$ cat config.mk
export PLATFORM = sky130hd
export DESIGN_NAME = uw_master
export DESIGN_NICKNAME = d
export VERILOG_FILES = /design/src/rtl/uw_pkg.sv /design/src/rtl/uw_regs.sv /design/src/rtl/uw_shift.sv /design/src/rtl/uw_csel.sv /design/src/rtl/uw_master.sv
export SDC_FILE = /design/constraint.sdc
export NUM_CORES = 1
export LEC_CHECK = 0
export ABC_AREA = 1
export ABC_CLOCK_PERIOD_IN_PS = 2300
export BUFFER_PORTS_ARGS = -buffer_cell sky130_fd_sc_hd__buf_2
export CAP_MARGIN = 20
export CORE_UTILIZATION = 30
export DETAILED_ROUTE_END_ITERATION = 12
export PLACE_DENSITY = 0.5
export SETUP_SLACK_MARGIN = 0.5
export SYNTH_ARGS = -nofsm -noshare
export SYNTH_HDL_FRONTEND = slang
export SYNTH_SLANG_ARGS = --single-unit
$ cat constraint.sdc
create_clock -name clk -period 2.3 [get_ports clk]
set_input_delay 0.23 -clock clk [delete_from_list [all_inputs] [get_ports clk]]
set_output_delay 0.23 -clock clk [all_outputs]
set_load 0.05 [all_outputs]
$ cat src/rtl/uw_pkg.sv
package uw_pkg;
    localparam int DATA_W   = 16;
    localparam int NUM_CS   = 4;
    localparam int CS_IDX_W = $clog2(NUM_CS);
    localparam int CNT_W    = 5;
    localparam int MODE_W   = 6;
    localparam int ADDR_W   = 3;
    localparam int HALF_W   = 3;
    localparam int BIT_W    = CNT_W + 1;
    localparam int CMD_W    = 1 + CS_IDX_W + 2 * CNT_W;

    typedef enum logic [ADDR_W-1:0] {
        RA_DATA   = 3'd0,
        RA_CMD    = 3'd1,
        RA_PAIR_A = 3'd2,
        RA_PAIR_B = 3'd3,
        RA_CLKCFG = 3'd4
    } reg_addr_e;

    // per-select setting, bit 5 down to bit 0
    typedef struct packed {
        logic       chk_ready;
        logic [1:0] div_sel;
        logic       cs_high;
        logic       launch_rise;
        logic       sample_fall;
    } cs_mode_t;

    // what the shift engine latches at frame start
    typedef struct packed {
        logic       chk_ready;
        logic [1:0] div_sel;
        logic       launch_rise;
        logic       sample_fall;
    } eng_cfg_t;

    // command bits 12:0
    typedef struct packed {
        logic                cs_on;
        logic [CS_IDX_W-1:0] cs_idx;
        logic [CNT_W-1:0]    wr_bits;
        logic [CNT_W-1:0]    rd_bits;
    } cmd_t;

    typedef enum logic [2:0] {
        ST_IDLE,
        ST_WAIT,
        ST_LO,
        ST_HI,
        ST_DONE
    } eng_state_e;

    function automatic logic [CNT_W-1:0] clamp_bits(input logic [CNT_W-1:0] n);
        return (n > CNT_W'(DATA_W)) ? CNT_W'(DATA_W) : n;
    endfunction

    function automatic logic [HALF_W-1:0] half_ticks(input logic [1:0] sel);
        case (sel)
            2'b00:   return HALF_W'(1);
            2'b01:   return HALF_W'(2);
            default: return HALF_W'(4);
        endcase
    endfunction
endpackage

$ cat src/rtl/uw_regs.sv
module uw_regs
    import uw_pkg::*;
#(
    parameter int DW = DATA_W,
    parameter int NC = NUM_CS
) (
    input  logic                  clk,
    input  logic                  rst,
    input  logic [ADDR_W-1:0]     addr,
    input  logic                  wr,
    input  logic                  rd,
    input  logic [DW-1:0]         wdata,
    output logic [DW-1:0]         rdata,
    input  logic                  busy,
    input  logic                  rx_load,
    input  logic [DW-1:0]         rx_word,
    output logic [DW-1:0]         tx_word,
    output cmd_t                  cmd_now,
    output logic                  cmd_go,
    output logic                  start_go,
    output cs_mode_t [NC-1:0]     modes,
    output logic                  sclk_inv
);
    localparam int PAIR_W = 2 * MODE_W;
    localparam int NPAIR  = NC / 2;

    logic [NPAIR-1:0][PAIR_W-1:0] pair_q;
    logic [DW-1:0]                rx_q;
    logic [CMD_W-1:0]             cmd_q;
    logic                         rdy_q;
    logic                         inv_q;

    assign cmd_now  = cmd_t'(wdata[CMD_W-1:0]);
    assign cmd_go   = wr && (addr == RA_CMD) && !busy;
    assign start_go = cmd_go && wdata[CMD_W];
    assign sclk_inv = inv_q;

    for (genvar i = 0; i < NC; i++) begin : g_mode
        assign modes[i] = cs_mode_t'(pair_q[i/2][(i%2)*MODE_W +: MODE_W]);
    end

    always_ff @(posedge clk) begin
        if (rst) begin
            pair_q  <= '0;
            tx_word <= '0;
            rx_q    <= '0;
            cmd_q   <= '0;
            rdy_q   <= 1'b0;
            inv_q   <= 1'b0;
        end else begin
            if (wr) begin
                case (addr)
                    RA_DATA:   tx_word   <= wdata;
                    RA_PAIR_A: pair_q[0] <= wdata[PAIR_W-1:0];
                    RA_PAIR_B: pair_q[1] <= wdata[PAIR_W-1:0];
                    RA_CLKCFG: inv_q     <= wdata[0];
                    default: ;
                endcase
            end
            if (cmd_go) cmd_q <= wdata[CMD_W-1:0];
            if (rx_load) begin
                rx_q  <= rx_word;
                rdy_q <= 1'b1;
            end else if (rd && (addr == RA_DATA)) begin
                rdy_q <= 1'b0;
            end
        end
    end

    always_comb begin
        case (addr)
            RA_DATA:   rdata = rx_q;
            RA_CMD:    rdata = {rdy_q, busy, 1'b0, cmd_q};
            RA_PAIR_A: rdata = DW'(pair_q[0]);
            RA_PAIR_B: rdata = DW'(pair_q[1]);
            RA_CLKCFG: rdata = DW'(inv_q);
            default:   rdata = '0;
        endcase
    end
endmodule

$ cat src/rtl/uw_shift.sv
module uw_shift
    import uw_pkg::*;
#(
    parameter int DW = DATA_W
) (
    input  logic             clk,
    input  logic             rst,
    input  logic             tick,
    input  logic             start,
    input  logic [CNT_W-1:0] wr_bits,
    input  logic [CNT_W-1:0] rd_bits,
    input  logic [DW-1:0]    tx_word,
    input  eng_cfg_t         cfg,
    input  logic             sdi,
    output logic             busy,
    output logic             sclk_raw,
    output logic             sdo,
    output logic [DW-1:0]    rx_word,
    output logic             rx_load
);
    eng_state_e        state;
    eng_cfg_t          cfg_q;
    logic [DW-1:0]     sh;
    logic [DW-1:0]     rx;
    logic [BIT_W-1:0]  nw;
    logic [BIT_W-1:0]  ntot;
    logic [BIT_W-1:0]  bitn;
    logic [HALF_W-1:0] tcnt;
    logic              rd_any;

    logic [CNT_W-1:0]  wr_c;
    logic [CNT_W-1:0]  rd_c;
    logic [HALF_W-1:0] last_cnt;
    logic [BIT_W-1:0]  bitn_nx;
    logic              writing;
    logic              reading;
    logic              next_writing;

    assign wr_c         = clamp_bits(wr_bits);
    assign rd_c         = clamp_bits(rd_bits);
    assign last_cnt     = half_ticks(cfg_q.div_sel) - HALF_W'(1);
    assign bitn_nx      = bitn + BIT_W'(1);
    assign writing      = bitn < nw;
    assign reading      = !writing;
    assign next_writing = bitn_nx < nw;

    assign busy     = (state != ST_IDLE);
    assign rx_word  = rx;
    assign rx_load  = (state == ST_DONE) && rd_any;

    always_ff @(posedge clk) begin
        if (rst) begin
            state    <= ST_IDLE;
            cfg_q    <= '0;
            sh       <= '0;
            rx       <= '0;
            nw       <= '0;
            ntot     <= '0;
            bitn     <= '0;
            tcnt     <= '0;
            rd_any   <= 1'b0;
            sclk_raw <= 1'b0;
            sdo      <= 1'b0;
        end else begin
            case (state)
                ST_IDLE: begin
                    if (start) begin
                        cfg_q    <= cfg;
                        rx       <= '0;
                        nw       <= BIT_W'(wr_c);
                        ntot     <= BIT_W'(wr_c) + BIT_W'(rd_c);
                        rd_any   <= (rd_c != '0);
                        bitn     <= '0;
                        tcnt     <= '0;
                        sclk_raw <= 1'b0;
                        if ((wr_c != '0) && !cfg.launch_rise) begin
                            sdo <= tx_word[DW-1];
                            sh  <= tx_word << 1;
                        end else begin
                            sdo <= 1'b0;
                            sh  <= tx_word;
                        end
                        if ((wr_c == '0) && (rd_c == '0)) state <= ST_DONE;
                        else if (cfg.chk_ready)             state <= ST_WAIT;
                        else                                state <= ST_LO;
                    end
                end
                ST_WAIT: begin
                    if (sdi) state <= ST_LO;
                end
                ST_LO: begin
                    if (tick) begin
                        if (tcnt == last_cnt) begin
                            tcnt     <= '0;
                            sclk_raw <= 1'b1;
                            state    <= ST_HI;
                            if (!cfg_q.sample_fall && reading) rx <= {rx[DW-2:0], sdi};
                            if (cfg_q.launch_rise && writing) begin
                                sdo <= sh[DW-1];
                                sh  <= sh << 1;
                            end
                        end else begin
                            tcnt <= tcnt + HALF_W'(1);
                        end
                    end
                end
                ST_HI: begin
                    if (tick) begin
                        if (tcnt == last_cnt) begin
                            tcnt     <= '0;
                            sclk_raw <= 1'b0;
                            bitn     <= bitn_nx;
                            if (cfg_q.sample_fall && reading) rx <= {rx[DW-2:0], sdi};
                            if (!cfg_q.launch_rise && next_writing) begin
                                sdo <= sh[DW-1];
                                sh  <= sh << 1;
                            end
                            state <= (bitn_nx == ntot) ? ST_DONE : ST_LO;
                        end else begin
                            tcnt <= tcnt + HALF_W'(1);
                        end
                    end
                end
                ST_DONE: begin
                    sdo   <= 1'b0;
                    state <= ST_IDLE;
                end
                default: state <= ST_IDLE;
            endcase
        end
    end
endmodule

$ cat src/rtl/uw_csel.sv
module uw_csel
    import uw_pkg::*;
#(
    parameter int NC = NUM_CS,
    parameter int IW = CS_IDX_W
) (
    input  logic          clk,
    input  logic          rst,
    input  logic          cmd_go,
    input  logic          cs_on,
    input  logic [IW-1:0] cs_idx,
    input  logic [NC-1:0] cs_high,
    output logic [NC-1:0] active,
    output logic [NC-1:0] cs_out
);
    always_ff @(posedge clk) begin
        if (rst) begin
            active <= '0;
        end else if (cmd_go) begin
            if (cs_on) active <= NC'(1) << cs_idx;
            else       active[cs_idx] <= 1'b0;
        end
    end

    for (genvar i = 0; i < NC; i++) begin : g_pin
        assign cs_out[i] = active[i] ? cs_high[i] : ~cs_high[i];
    end
endmodule

$ cat src/rtl/uw_master.sv
module uw_master
    import uw_pkg::*;
(
    input  logic              clk,
    input  logic              rst,
    input  logic              tick,
    input  logic [ADDR_W-1:0] reg_addr,
    input  logic              reg_wr,
    input  logic              reg_rd,
    input  logic [DATA_W-1:0] reg_wdata,
    output logic [DATA_W-1:0] reg_rdata,
    output logic              sclk,
    output logic              sdo,
    input  logic              sdi,
    output logic [NUM_CS-1:0] cs_out
);
    logic                      busy;
    logic                      rx_load;
    logic [DATA_W-1:0]         rx_word;
    logic [DATA_W-1:0]         tx_word;
    cmd_t                      cmd_now;
    logic                      cmd_go;
    logic                      start_go;
    cs_mode_t [NUM_CS-1:0]     modes;
    logic                      sclk_inv;
    logic                      sclk_raw;
    logic [NUM_CS-1:0]         cs_high;
    logic [NUM_CS-1:0]         active;
    cs_mode_t                  sel_mode;
    eng_cfg_t                  eng_cfg;

    for (genvar i = 0; i < NUM_CS; i++) begin : g_pol
        assign cs_high[i] = modes[i].cs_high;
    end

    assign sel_mode = modes[cmd_now.cs_idx];
    assign eng_cfg  = '{chk_ready:   sel_mode.chk_ready,
                        div_sel:     sel_mode.div_sel,
                        launch_rise: sel_mode.launch_rise,
                        sample_fall: sel_mode.sample_fall};
    assign sclk     = sclk_raw ^ sclk_inv;

    uw_regs i_regs (
        .clk      (clk),
        .rst      (rst),
        .addr     (reg_addr),
        .wr       (reg_wr),
        .rd       (reg_rd),
        .wdata    (reg_wdata),
        .rdata    (reg_rdata),
        .busy     (busy),
        .rx_load  (rx_load),
        .rx_word  (rx_word),
        .tx_word  (tx_word),
        .cmd_now  (cmd_now),
        .cmd_go   (cmd_go),
        .start_go (start_go),
        .modes    (modes),
        .sclk_inv (sclk_inv)
    );

    uw_shift i_shift (
        .clk      (clk),
        .rst      (rst),
        .tick     (tick),
        .start    (start_go),
        .wr_bits  (cmd_now.wr_bits),
        .rd_bits  (cmd_now.rd_bits),
        .tx_word  (tx_word),
        .cfg      (eng_cfg),
        .sdi      (sdi),
        .busy     (busy),
        .sclk_raw (sclk_raw),
        .sdo      (sdo),
        .rx_word  (rx_word),
        .rx_load  (rx_load)
    );

    uw_csel i_csel (
        .clk     (clk),
        .rst     (rst),
        .cmd_go  (cmd_go),
        .cs_on   (cmd_now.cs_on),
        .cs_idx  (cmd_now.cs_idx),
        .cs_high (cs_high),
        .active  (active),
        .cs_out  (cs_out)
    );
endmodule

==> qor.csv <==
metric;value;unit
outcome;finished clean;
final_hold_viol_count;0;
crit_required;2.62;ns
synthCells;1011;
wl_met3;778;um
grt_max_degree;55;
viasPerCell;4.78;
drv_cap;0;
cts.path.max_buffers;2;
pin_count;47;
ys_types;42;
antenna_found_initial;0;
p_leak;3.58;nW
die_y;154;um
synth_top_area_cell;dfxtp_1;
start_kind;register;
ant_nets;0;
nFillCells;2352;
hold_slack;0.110;ns
crit_path_end_kind;register;
rsz0062_at_grt;true;
grt_pass1_vias;6143;
first_iter_violations;458;
clk_pin_slew;0.06;ns
fin_cells;1381;
met2_length;9.96;mm
finalCritPeriodShare;0.874;
synth.top_cell.area_share;0.398;
skew;0.0152;ns
vias;6605;
first_pass_iters;5;
area_delta_synth_final;25.5;%
coreArea;22600;um^2
io_buffer_count;46;
yosys_warnings;0;
htree_levels;4;
crit_fanout;21;
yosys_register_bits;137;
slew_violations;0;
cts_made_buffers;17;
power_density;899;nW/um^2
drc;0;
track_usage;0.194;
num_rows;55;
worst_pin_slew;0.643;ns
cts.sinks;137;
multi_input_area;3590;um^2
async_flop_share;0;
cts_tree;yes;
die_w;154;um
tns;0;ns
antennaDiodeCount;0;
grt_overflow_total;0;
netlist_area;6890;um^2
dp_hpwl;15.6;mm
synth_edf_count;0;
dieArea;23600;um^2
drt-met1-wl;11.3;mm
clockRootBuffer;clkbuf_16;
dp_cells;1327;
synthTopCellsByCount;nand2_1 (202), dfxtp_1 (137), inv_1 (136);
period_minus_slack;2.01;ns
drt_wl_total;22.3;mm
setup-violations-final;0;
max_freq;0.498;GHz
ys.flop_type;dfxtp_1;
start_util;0.305;
postSynthNetCount;1054;
synth_sequential_area_ratio;0.398;
crit_type;register to register;
slew_headroom;0.571;
synth.most_common_cell;nand2_1;
cts.hold.buffers_added;0;
power;0.00778;W
nets;1126;
holdCritPathClass;input port to register;
seqCellArea;2770;um^2
routed.top_layer;met4;
wl_per_cell;16.2;um
grt_pass1_wl;35.0;mm
gp_congestion;0.876;
synth.area.top_cells;dfxtp_1 (40%), nand2_1 (11%), a21oi_1 (9.1%);
ir_drop;0.000405;V
clock_latency;0.43;ns
worstPathArrival;2.33;ns
syn_avg_cell_area;6.82;um^2
drive_above_1_share;0.193;
-- routing by layer --
layer  vias to the layer above  global-route usage
met5                         -                   0
met4                         0              0.0510
met3                        19              0.0355
met2                       121               0.298
met1                      3032               0.276
li1                       3433                   -
-- power breakdown --
group	leakage [nW]	internal, W	total [W]	switching, W
combinational	2.17	0.000836	0.00221	0.00137
sequential	1.12	0.00263	0.00280	0.000169
clock	0.289	0.00164	0.00277	0.00114
-- per-stage QoR --
stage	util	setup WS [ns]	cell area (um^2)
after floorplan	-	0.256	6950
after global placement	0.337	0.137	7600
after detailed placement	0.337	0.101	7600
after CTS	0.373	0.295	8410
after global routing	0.383	0.136	8650
final	0.383	0.291	8650
-- registers in the layout, indices dropped and copies added, names as in the netlist, 4 cells and up --
signal / count
i_csel.active: 4
i_regs.rx_q: 16
i_shift.nw: 5
i_shift.rx_word: 16
i_regs.tx_word: 16
i_regs.cmd_q: 13
i_shift.sh: 16
i_regs.modes: 24
i_shift.cfg_q: 4
i_shift.bitn: 6
i_shift.ntot: 6
-- placed cells by master (no fill, tap or decap), types with 3 or more instances in the layout --
cell and instances:
xnor2_1 6, buf_12 6, clkbuf_16 17, buf_6 10
clkinv_2 4, o22ai_1 4, ha_1 13, nor2_4 6
o21ai_0 109, o21ai_2 3, nor2_2 6, o21ai_1 9
xor2_1 5, o221ai_1 5, nor2_1 106, inv_6 7
inv_1 123, clkbuf_4 3, buf_2 35, dfxtp_1 126
nand3_1 32, nand2_2 9, nor3_2 3, ha_4 3
buf_4 44, a22oi_1 11, a21oi_2 3, dfxtp_4 4
inv_2 14, o211ai_1 5, a21oi_1 122, inv_4 3
nand2_1 191, nand4_1 5, nand2_4 4, dfxtp_2 7
-- kinds of logic after synthesis --
| family | Yosys count | synth area share |
|---|---|---|
| flip-flops | 137 | 0.398 |
| adder cells (fa/ha/maj) | 18 | 0.0338 |
| buffers and inverters | 193 | 0.113 |
| AO/OA/AOI/OAI | 282 | 0.219 |
| AND/OR/NAND/NOR | 369 | 0.221 |
| XOR/XNOR | 12 | 0.0153 |
-- critical path: stages (launching register included) --
cell	delay [ns]
dfxtp_4	0.36
ha_4	0.18
nand3_1	0.08
nand2_1	0.07
nand2_1	0.08
inv_1	0.07
ha_1	0.21
nor3_2	0.17
nand2_1	0.09
nand2_2	0.10
nand3_4	0.13
buf_12	0.18
nor2_1	0.12
nor2_1	0.05
-- cell type report --
| class | instances | area share |
|---|---|---|
| timing repair inverter | 2 | 0.00231 |
| clock inverter | 13 | 0.0162 |
| tap | 285 | 0.0412 |
| clock buffer | 19 | 0.0512 |
| inverter | 145 | 0.0657 |
| timing repair buffer | 98 | 0.0880 |
| sequential | 137 | 0.320 |
| multi-input combinational | 682 | 0.416 |
-- path summary, 6_finish.rpt --
path | start | endpoint | slack [ns] | depth (start not counted)
worst max-delay path | i_shift.bitn[0]$_SDFFE_PP0P_ | i_shift.sh[3]$_SDFFE_PP0P_ | 0.29 | 13
worst min-delay path | reg_wdata[3] | i_regs.modes[15]$_SDFFE_PP0P_ | 0.11 | 3
worst max register to register | i_shift.bitn[0]$_SDFFE_PP0P_ | i_shift.sh[3]$_SDFFE_PP0P_ | 0.29 | 13
worst min register to register | i_regs.rx_q[11]$_SDFFE_PP0P_ | i_regs.rx_q[11]$_SDFFE_PP0P_ | 0.45 | 2
-- repair_timing --
item                       4_1_cts  5_1_grt
cloned                           3        0
pin swaps                        6        8
setup endpoints to repair       57       74
resized for setup               44       62
buffers inserted                10        9
Note: power is estimated with default switching activity, not from simulation.
